$ cat src/rtl/psd_pkg.sv
package psd_pkg;
   typedef enum logic [2:0] {
      ST_ACTIVE = 3'd0,
      ST_ARMED  = 3'd1,
      ST_ONE_CS = 3'd2,
      ST_SHDN   = 3'd3,
      ST_WAKING = 3'd4
   } psd_state_e;

   function automatic int unsigned recover_cycles(input int unsigned freq_hz,
                                                  input int unsigned rec_us);
      return (freq_hz / 1000000) * rec_us;
   endfunction
endpackage

$ cat src/rtl/psd_sync.sv
module psd_sync #(
   parameter int unsigned        WIDTH   = 2,
   parameter int unsigned        STAGES  = 2,
   parameter logic [WIDTH-1:0]   RST_VAL = '0
) (
   input  logic             clk,
   input  logic             rst_n,
   input  logic [WIDTH-1:0] async_i,
   output logic [WIDTH-1:0] sync_o
);
   logic [WIDTH-1:0] stg [STAGES];

   for (genvar s = 0; s < STAGES; s++) begin : g_stage
      if (s == 0) begin : g_first
         always_ff @(posedge clk or negedge rst_n) begin
            if (!rst_n) stg[s] <= RST_VAL;
            else        stg[s] <= async_i;
         end
      end else begin : g_next
         always_ff @(posedge clk or negedge rst_n) begin
            if (!rst_n) stg[s] <= RST_VAL;
            else        stg[s] <= stg[s-1];
         end
      end
   end

   assign sync_o = stg[STAGES-1];
endmodule

$ cat src/rtl/psd_edge.sv
module psd_edge #(
   parameter int unsigned      WIDTH   = 2,
   parameter logic [WIDTH-1:0] RST_VAL = '0
) (
   input  logic             clk,
   input  logic             rst_n,
   input  logic [WIDTH-1:0] lvl_i,
   output logic [WIDTH-1:0] rise_o,
   output logic [WIDTH-1:0] fall_o
);
   logic [WIDTH-1:0] prev_q;

   always_ff @(posedge clk or negedge rst_n) begin
      if (!rst_n) prev_q <= RST_VAL;
      else        prev_q <= lvl_i;
   end

   for (genvar b = 0; b < WIDTH; b++) begin : g_bit
      assign rise_o[b] =  lvl_i[b] & ~prev_q[b];
      assign fall_o[b] = ~lvl_i[b] &  prev_q[b];
   end
endmodule

$ cat src/rtl/psd_recovery_timer.sv
module psd_recovery_timer #(
   parameter int unsigned CYCLES = 2500
) (
   input  logic clk,
   input  logic rst_n,
   input  logic load_i,
   output logic done_o
);
   localparam int unsigned CNT_W = (CYCLES > 1) ? $clog2(CYCLES) : 1;
   localparam logic [CNT_W-1:0] LOAD_VAL = CNT_W'(CYCLES - 1);

   logic [CNT_W-1:0] cnt_q;

   always_ff @(posedge clk or negedge rst_n) begin
      if (!rst_n)            cnt_q <= '0;
      else if (load_i)       cnt_q <= LOAD_VAL;
      else if (cnt_q != '0)  cnt_q <= cnt_q - 1'b1;
   end

   assign done_o = (cnt_q == '0);
endmodule

$ cat src/rtl/pin_shutdown_detect.sv
module pin_shutdown_detect
   import psd_pkg::*;
#(
   parameter int unsigned CLK_FREQ_HZ = 50000000,
   parameter int unsigned RECOVER_US  = 50,
   parameter int unsigned SYNC_STAGES = 2,
   parameter bit          SCLK_IDLE   = 1'b0
) (
   input  logic clk,
   input  logic rst_n,
   input  logic cs_n_pin,
   input  logic sclk_pin,
   output logic shdn_o,
   output logic ready_o,
   output logic frame_ignore_o
);
   localparam int unsigned RECOVER_CYC = recover_cycles(CLK_FREQ_HZ, RECOVER_US);
   localparam logic [1:0]  PIN_RST     = {SCLK_IDLE, 1'b1};

   if (SYNC_STAGES < 2) begin : g_chk_sync
      $error("SYNC_STAGES must be at least 2");
   end
   if (RECOVER_CYC < 1) begin : g_chk_rec
      $error("recovery interval must be at least one cycle");
   end

   logic [1:0] pins_s, rise_s, fall_s;
   logic       cs_fall, cs_rise, sclk_edge, wake_evt, tmr_load, tmr_done;
   psd_state_e state_q, state_d;
   logic       ign_q;

   psd_sync #(.WIDTH(2), .STAGES(SYNC_STAGES), .RST_VAL(PIN_RST)) sync_i (
      .clk     (clk),
      .rst_n   (rst_n),
      .async_i ({sclk_pin, cs_n_pin}),
      .sync_o  (pins_s)
   );

   psd_edge #(.WIDTH(2), .RST_VAL(PIN_RST)) edge_i (
      .clk    (clk),
      .rst_n  (rst_n),
      .lvl_i  (pins_s),
      .rise_o (rise_s),
      .fall_o (fall_s)
   );

   assign cs_fall   = fall_s[0];
   assign cs_rise   = rise_s[0];
   assign sclk_edge = rise_s[1] | fall_s[1];
   assign wake_evt  = cs_fall | sclk_edge;

   psd_recovery_timer #(.CYCLES(RECOVER_CYC)) tmr_i (
      .clk    (clk),
      .rst_n  (rst_n),
      .load_i (tmr_load),
      .done_o (tmr_done)
   );

   always_comb begin
      state_d  = state_q;
      tmr_load = 1'b0;
      unique case (state_q)
         ST_ACTIVE: if (sclk_edge) state_d = ST_ARMED;
         ST_ARMED: begin
            if (sclk_edge)    state_d = ST_ARMED;
            else if (cs_fall) state_d = ST_ONE_CS;
         end
         ST_ONE_CS: begin
            if (sclk_edge)    state_d = ST_ARMED;
            else if (cs_fall) state_d = ST_SHDN;
         end
         ST_SHDN: begin
            if (wake_evt) begin
               state_d  = ST_WAKING;
               tmr_load = 1'b1;
            end
         end
         ST_WAKING: begin
            if (wake_evt)      tmr_load = 1'b1;
            else if (tmr_done) state_d  = ST_ACTIVE;
         end
         default: state_d = ST_ACTIVE;
      endcase
   end

   always_ff @(posedge clk or negedge rst_n) begin
      if (!rst_n) state_q <= ST_ACTIVE;
      else        state_q <= state_d;
   end

   always_ff @(posedge clk or negedge rst_n) begin
      if (!rst_n)                             ign_q <= 1'b0;
      else if (state_q == ST_SHDN && cs_fall) ign_q <= 1'b1;
      else if (cs_rise)                       ign_q <= 1'b0;
   end

   assign shdn_o         = (state_q == ST_SHDN);
   assign ready_o        = (state_q != ST_SHDN) && (state_q != ST_WAKING);
   assign frame_ignore_o = ign_q;
endmodule

$ cat config.mk
export PLATFORM = sky130hd
export DESIGN_NAME = pin_shutdown_detect
export DESIGN_NICKNAME = d
export VERILOG_FILES = /design/src/rtl/psd_pkg.sv /design/src/rtl/psd_sync.sv /design/src/rtl/psd_edge.sv /design/src/rtl/psd_recovery_timer.sv /design/src/rtl/pin_shutdown_detect.sv
export SDC_FILE = /design/constraint.sdc
export NUM_CORES = 1
export LEC_CHECK = 0
export ABC_AREA = 1
export CAP_MARGIN = 0
export CELL_PAD_IN_SITES_DETAIL_PLACEMENT = 0
export CELL_PAD_IN_SITES_GLOBAL_PLACEMENT = 1
export CORE_ASPECT_RATIO = 0.9
export CORE_MARGIN = 2
export CORE_UTILIZATION = 26
export DETAILED_ROUTE_END_ITERATION = 12
export PLACE_DENSITY = 0.55
export SETUP_SLACK_MARGIN = 0.15
export SKIP_CTS_REPAIR_TIMING = 1
export SYNTH_ARGS = -nofsm -noshare
export SYNTH_HDL_FRONTEND = slang
export SYNTH_HIERARCHICAL = 1
export SYNTH_SLANG_ARGS = --single-unit
$ cat constraint.sdc
create_clock -name clk -period 1.78 [get_ports clk]
set_input_delay 0.267 -clock clk [delete_from_list [all_inputs] [get_ports clk]]
set_output_delay 0.267 -clock clk [all_outputs]
set_load 0.02 [all_outputs]
# Word level (Yosys, flattened, before mapping)
# Cells that the tools add are included.
op_classes:
  add_sub_neg: 1
  muxes: 15
  n_eq_ne: 12
  n_reduce_logical: 9
  bitwise_logic: 10
op_table:
  columns: ["operator", "n"]
  rows:
  - ["2-to-1 mux 12 bit", 2]
  - ["2-to-1 mux 3 bit", 8]
  - ["one-hot mux 3 bit (5 select lines)", 1]
  - ["logical NOT 12 bit", 1]
  - ["nonzero test 12 bit", 1]
  - ["subtractor 12 x 1 -> 12 bit (second input constant)", 1]
  - ["inequality test 3 bit (second input constant)", 3]
  - ["== test 3 x 2 -> 1 bit (second input constant)", 2]
  - ["inequality test 2 bit (second input constant)", 3]
  - ["AND reduction 6 bit", 1]
  - ["AND 1 bit", 4]
  - ["2-to-1 mux 1 bit", 4]
  - ["NOT 1 bit", 4]
  - ["nonzero test 2 bit", 2]
  - ["== test 3 x 1 -> 1 bit (second input constant)", 1]
  - ["== test 3 bit (second input constant)", 1]
  - ["logical NOT 3 bit", 1]
  - ["inequality test 3 x 2 -> 1 bit (second input constant)", 1]
  - ["logical AND 1 bit", 2]
  - ["inequality test 2 x 1 -> 1 bit (second input constant)", 1]
  - ["OR 1 bit", 2]
  - ["OR reduction 2 bit", 1]
word_totals:
  elab_cells: 53
  inputBits: 4
  regBits: 22

# Logic depth before layout (Yosys ltp)
logic_depth:
  ltp_word: 7
  depth_mapped: 12
  depth_no_buf: 11

# Hierarchy
# Netlist, hierarchy kept.
by_module_without_submodules:
  columns: ["mod", "seq_area_each_um2", "cells_each", "n_inst", "area_per_inst_um2"]
  rows:
  - ["psd_recovery_timer", 300.3, 112, 1, 780.7]
  - ["pin_shutdown_detect", 100.1, 42, 1, 276.5]
  - ["psd_sync", 102.6, 6, 1, 117.6]
  - ["psd_edge", 51.3, 10, 1, 81.3]

# Worst setup path after synthesis
# Ideal clock, no wire load.
synth_path:
  kind: "register -> register"
  from: "reg state_q[1]"
  to: "reg tmr_i.cnt_q[9]"
  arrival_ps: 1550
  t_required_ps: 1709
  path_stages_with_launch: 10
  slack_ps: 159
  cell_sequence: "dfrtp_1 > nand2_2 > nor2_2 > nor2_2 > nor2_1 > buf_2 > inv_1 > nand3_2 > clkinv_1 > nor2_1"
synth_between:
  elab_chain_cells: 4
  word_cells_on_any_way: 6
  cone_classes: "2 x eq/ne; 2 x mux; 2 x reduce/logical"
synth_lines:
  columns: ["element", "line_no", "text"]
  rows:
  - ["start, declared", "pin_shutdown_detect.sv:29", "psd_state_e state_q, state_d;"]
  - ["start signal, assigned", "pin_shutdown_detect.sv:88", "else state_q <= state_d;"]
  - ["== test 3 x 2 -> 1 bit *", null, null]
  - ["via shdn_o", "pin_shutdown_detect.sv:13", "output logic shdn_o,"]
  - ["OR reduction 2 bit (no source line) *", null, null]
  - ["2-to-1 mux 1 bit *", null, null]
  - ["via tmr_load", "pin_shutdown_detect.sv:28", "logic cs_fall, cs_rise, sclk_edge, wake_evt, tmr_load, tmr_done;"]
  - ["2-to-1 mux 12 bit or nonzero test 2 bit (tied branches)", null, null]
  - ["end signal, assigned", "psd_recovery_timer.sv:17", "else if (cnt_q != '0) cnt_q <= cnt_q - 1'b1;"]
  - ["end, declared", "psd_recovery_timer.sv:12", "logic [CNT_W-1:0] cnt_q;"]
# Mark *: on every way through the listed nets, which the timed path passes. The rest lies on a longest branch.
# A chain may end at the register's enable or synchronous reset.

# Worst setup path after layout
layout_path:
  from: "reg state_q[1]"
  to: "out ready_o"
layout_between:
  elab_chain_cells: 2
  word_cells_on_any_way: 3
  cone_classes: "2 x eq/ne; 1 x reduce/logical"
layout_lines:
  columns: ["element", "line_no", "text"]
  rows:
  - ["inequality test 3 x 2 -> 1 bit or inequality test 3 bit (tied branches)", "pin_shutdown_detect.sv:98", "assign ready_o = (state_q != ST_SHDN) && (state_q != ST_WAKING);"]
  - ["logical AND 1 bit *", "pin_shutdown_detect.sv:98", null]
  - ["end, declared", "pin_shutdown_detect.sv:14", "output logic ready_o,"]
# Every way passes the cells marked *; elsewhere a longest branch is shown, timed or not.

==> qor.csv <==
stage;metric;value;unit
cells_and_area;final_common_cell;nand2_1;
cells_and_area;antenna_cells;0;
synthesis;synth_compound_area_share;2.79;%
placement;gp_congestion;0.763;
placement;place_area;1410;sq um
cells_and_area;postLayoutCellArea;1540;sq um
cells_and_area;multi_input_area;599;sq um
timing;period_minus_slack;1.49;ns
die;dieWidth;77.3;um
synthesis;syn_area_per_cell;7.39;sq um
synthesis;synth_flop_cell;dfrtp_1;
die;start_util;27.6;%
cts;htree_levels;1;
cts;ctsRootBufferMaster;clkbuf_8;
timing;worst_pin_slew;0.405;ns
global_routing;grt_antenna_before_repair;0;
timing;timing.hold.ws;0.316;ns
critical_path;criticalPathCategory;reg -> out;
routing;drtPass1Iterations;4;
routing;drt_wl_total;2.68;mm
timing;rsz0062_at_grt;no;
timing;setup_tns;0;ns
outcome;status;finished, final reports clean;
timing;slew_violations;0;
die;placementRows;23;
placement;dp_hpwl;2.00;mm
synthesis;synthXorXnorAreaFrac;0.697;%
synthesis;muxShareOfSynthArea;0;%
routing;drc;0;
timing;skew;0.00340;ns
die;die-area;5400;sq um
min_path;min_path_type;in -> async;
die;core_area;4550;sq um
cts;clock_latency;0.27;ns
cts;cts.sinks;22;
global_routing;grt_usage;11.4;%
routing;vias_per_cell;4.19;
synthesis;synth.distinct_cells;25;
cells_and_area;layout_common_cells;34 x nand2_1, 29 x nor2_1, 26 x inv_1;
synthesis;netlist_area;1260;sq um
cells_and_area;num-fill-cells;502;
power_and_ir_drop;ir_worst_vdd;0.602;mV
cts;clock_path_buffers;2;
critical_path;cp.required;1.51;ns
timing;hold_viol_final;0;
synthesis;syn_nets;176;
routing;ant_nets;0;
cts;cts_buffers;3;
synthesis;synth-seq-cells;22;
placement;place_ws;0.191;ns
timing;period_share;83.9;%
synthesis;synth-adder-area-share;1.99;%
synthesis;synth_top_family_by_area;simple AND/OR/NAND/NOR gates;
synthesis;synthCells;170;
timing;relSlewSlack;72.9;%
critical_path;arrival;1.23;ns
cells_and_area;layout-drive-gt1-share;21.2;%
timing;setup_viol;0;
cells_and_area;syn2layout_area_growth;22.6;%
synthesis;synth-edff-count;0;
power_and_ir_drop;p_per_area;1550;nW/um^2
die;die_height;69.9;um
cells_and_area;final-seq-area;554;sq um
routing;dr_total_vias;1031;
synthesis;synthArstFlopShare;100;%
cells_and_area;fin_nets;191;
global_routing;grt_pass1_vias;1061;
timing;finalWorstSetupSlack;0.287;ns
cts;tritoncts;built;
die;io-pin-count;7;
synthesis;synth_simple_gate_area_share;39.2;%
global_routing;grt_max_degree;22;
synthesis;ys_warn_count;6;
routing;drt-initial-drc-count;43;
cells_and_area;fin_util;33.9;%
routing;routedWlPerCell;10.9;um
timing;clock.fmax;670;MHz
global_routing;gr-total-overflow;0;
synthesis;seq_area_frac_synth;44.1;%
critical_path;cp-start-kind;flip-flop;
critical_path;crit_path_end_kind;primary output;
run;drv_cap;0;
cts;clk_pin_slew;0.09;ns
power_and_ir_drop;cellLeakagePower;0.788;nW
placement;place.port_buffers;6;
critical_path;critPathMaxFanout;4;
global_routing;grt_pass1_wl;4.93;mm
-- metrics by stage --
step / total power, mW / cells
6_report: 2.39 / 246
5_1_grt: 2.63 / 246
4_1_cts: 2.33 / 244
3_5_place_dp: 1.82 / 240
3_3_place_gp: 1.81 / 240
2_1_floorplan: 1.57 / 170
-- cell families (layout without fill, tap and decap cells) --
| group | count (synthesis) | after routing |
|---|---|---|
| DFF | 22 | 22 |
| and+or+nand+nor | 103 | 103 |
| AOI/OAI and AO/OA | 7 | 7 |
| adders and majority gates | 2 | 2 |
| xor gates and xnor gates | 1 | 1 |
| buffers and inverters | 35 | 49 |
-- synthesized netlist by cell type (2+ instances only) --
library cell	number	share of area, %
inv_1	28	8.4
nand2_2	6	3.0
a21oi_1	5	2.0
dfstp_2	3	6.3
dfrtp_1	19	38
ha_1	2	2.0
buf_4	2	1.2
nand3_1	14	5.6
nor2_2	4	2.0
nor3_1	3	1.2
nor2_1	32	9.6
nor2_4	2	1.8
nand2_1	34	10
nand4_1	3	1.5
inv_2	3	0.90
-- state kept, by name (all words and copies together) (netlist names) --
signal,count
edge_i/prev_q,2
frame_ignore_o,1
state_q,3
sync_i/stg,2
sync_i/sync_o,2
tmr_i/cnt_q,12
-- worst paths after layout --
kind                                            start                     endpoint  slack [ns]  cells past startpoint
hold / removal                                  rst_n      sync_i/stg[2]$_DFF_PN1_        0.32                      1
max in group asynchronous                       rst_n   sync_i/sync_o[0]$_DFF_PN1_        1.12                      2
min in group clk              sync_i/stg[2]$_DFF_PN1_   sync_i/sync_o[0]$_DFF_PN1_        0.36                      0
hold reg to reg               sync_i/stg[2]$_DFF_PN1_   sync_i/sync_o[0]$_DFF_PN1_        0.36                      0
setup reg to reg           tmr_i/cnt_q[0]$_DFFE_PN0P_  tmr_i/cnt_q[10]$_DFFE_PN0P_        0.30                      7
setup / recovery               state_q[1]$_DFFE_PN0P_                      ready_o        0.29                      5
-- metal layers --
| layer | part of all wire [%] | vias up | wire length [um] | global-route usage, % |
|---|---|---|---|---|
| li1 | - | 549 | - | - |
| met1 | 51 | 468 | 1370 | 15.7 |
| met2 | 45 | 10 | 1210 | 18.0 |
| met3 | 3.0 | 4 | 79 | 2.84 |
| met4 | 0.79 | 0 | 21 | 2.38 |
| met5 | 0 | - | 0 | 0 |
-- area by class of cell --
| class | count | area share [%] |
|---|---|---|
| multi-input combinational | 113 | 38.9 |
| sequential | 22 | 36.0 |
| inverter | 32 | 7.80 |
| timing repair buffer | 13 | 7.64 |
| tap | 62 | 5.04 |
| clock buffer | 3 | 2.68 |
| clock inverter | 1 | 1.95 |
-- power by group --
| part | switching [mW] | internal (mW) |
|---|---|---|
| sequential | 0.196 | 0.676 |
| clock | 0.182 | 0.301 |
| combinational | 0.624 | 0.406 |
| total | 1.00 | 1.38 |
-- critical path, cell delays in order (launching register included) --
cell and delay [ns]:
dfrtp_1 0.41, inv_1 0.07, nand2_2 0.12, nor2_4 0.05, nor2_2 0.09, dlymetal6s2s_1 0.23
Note: power is estimated with default switching activity, not from simulation.
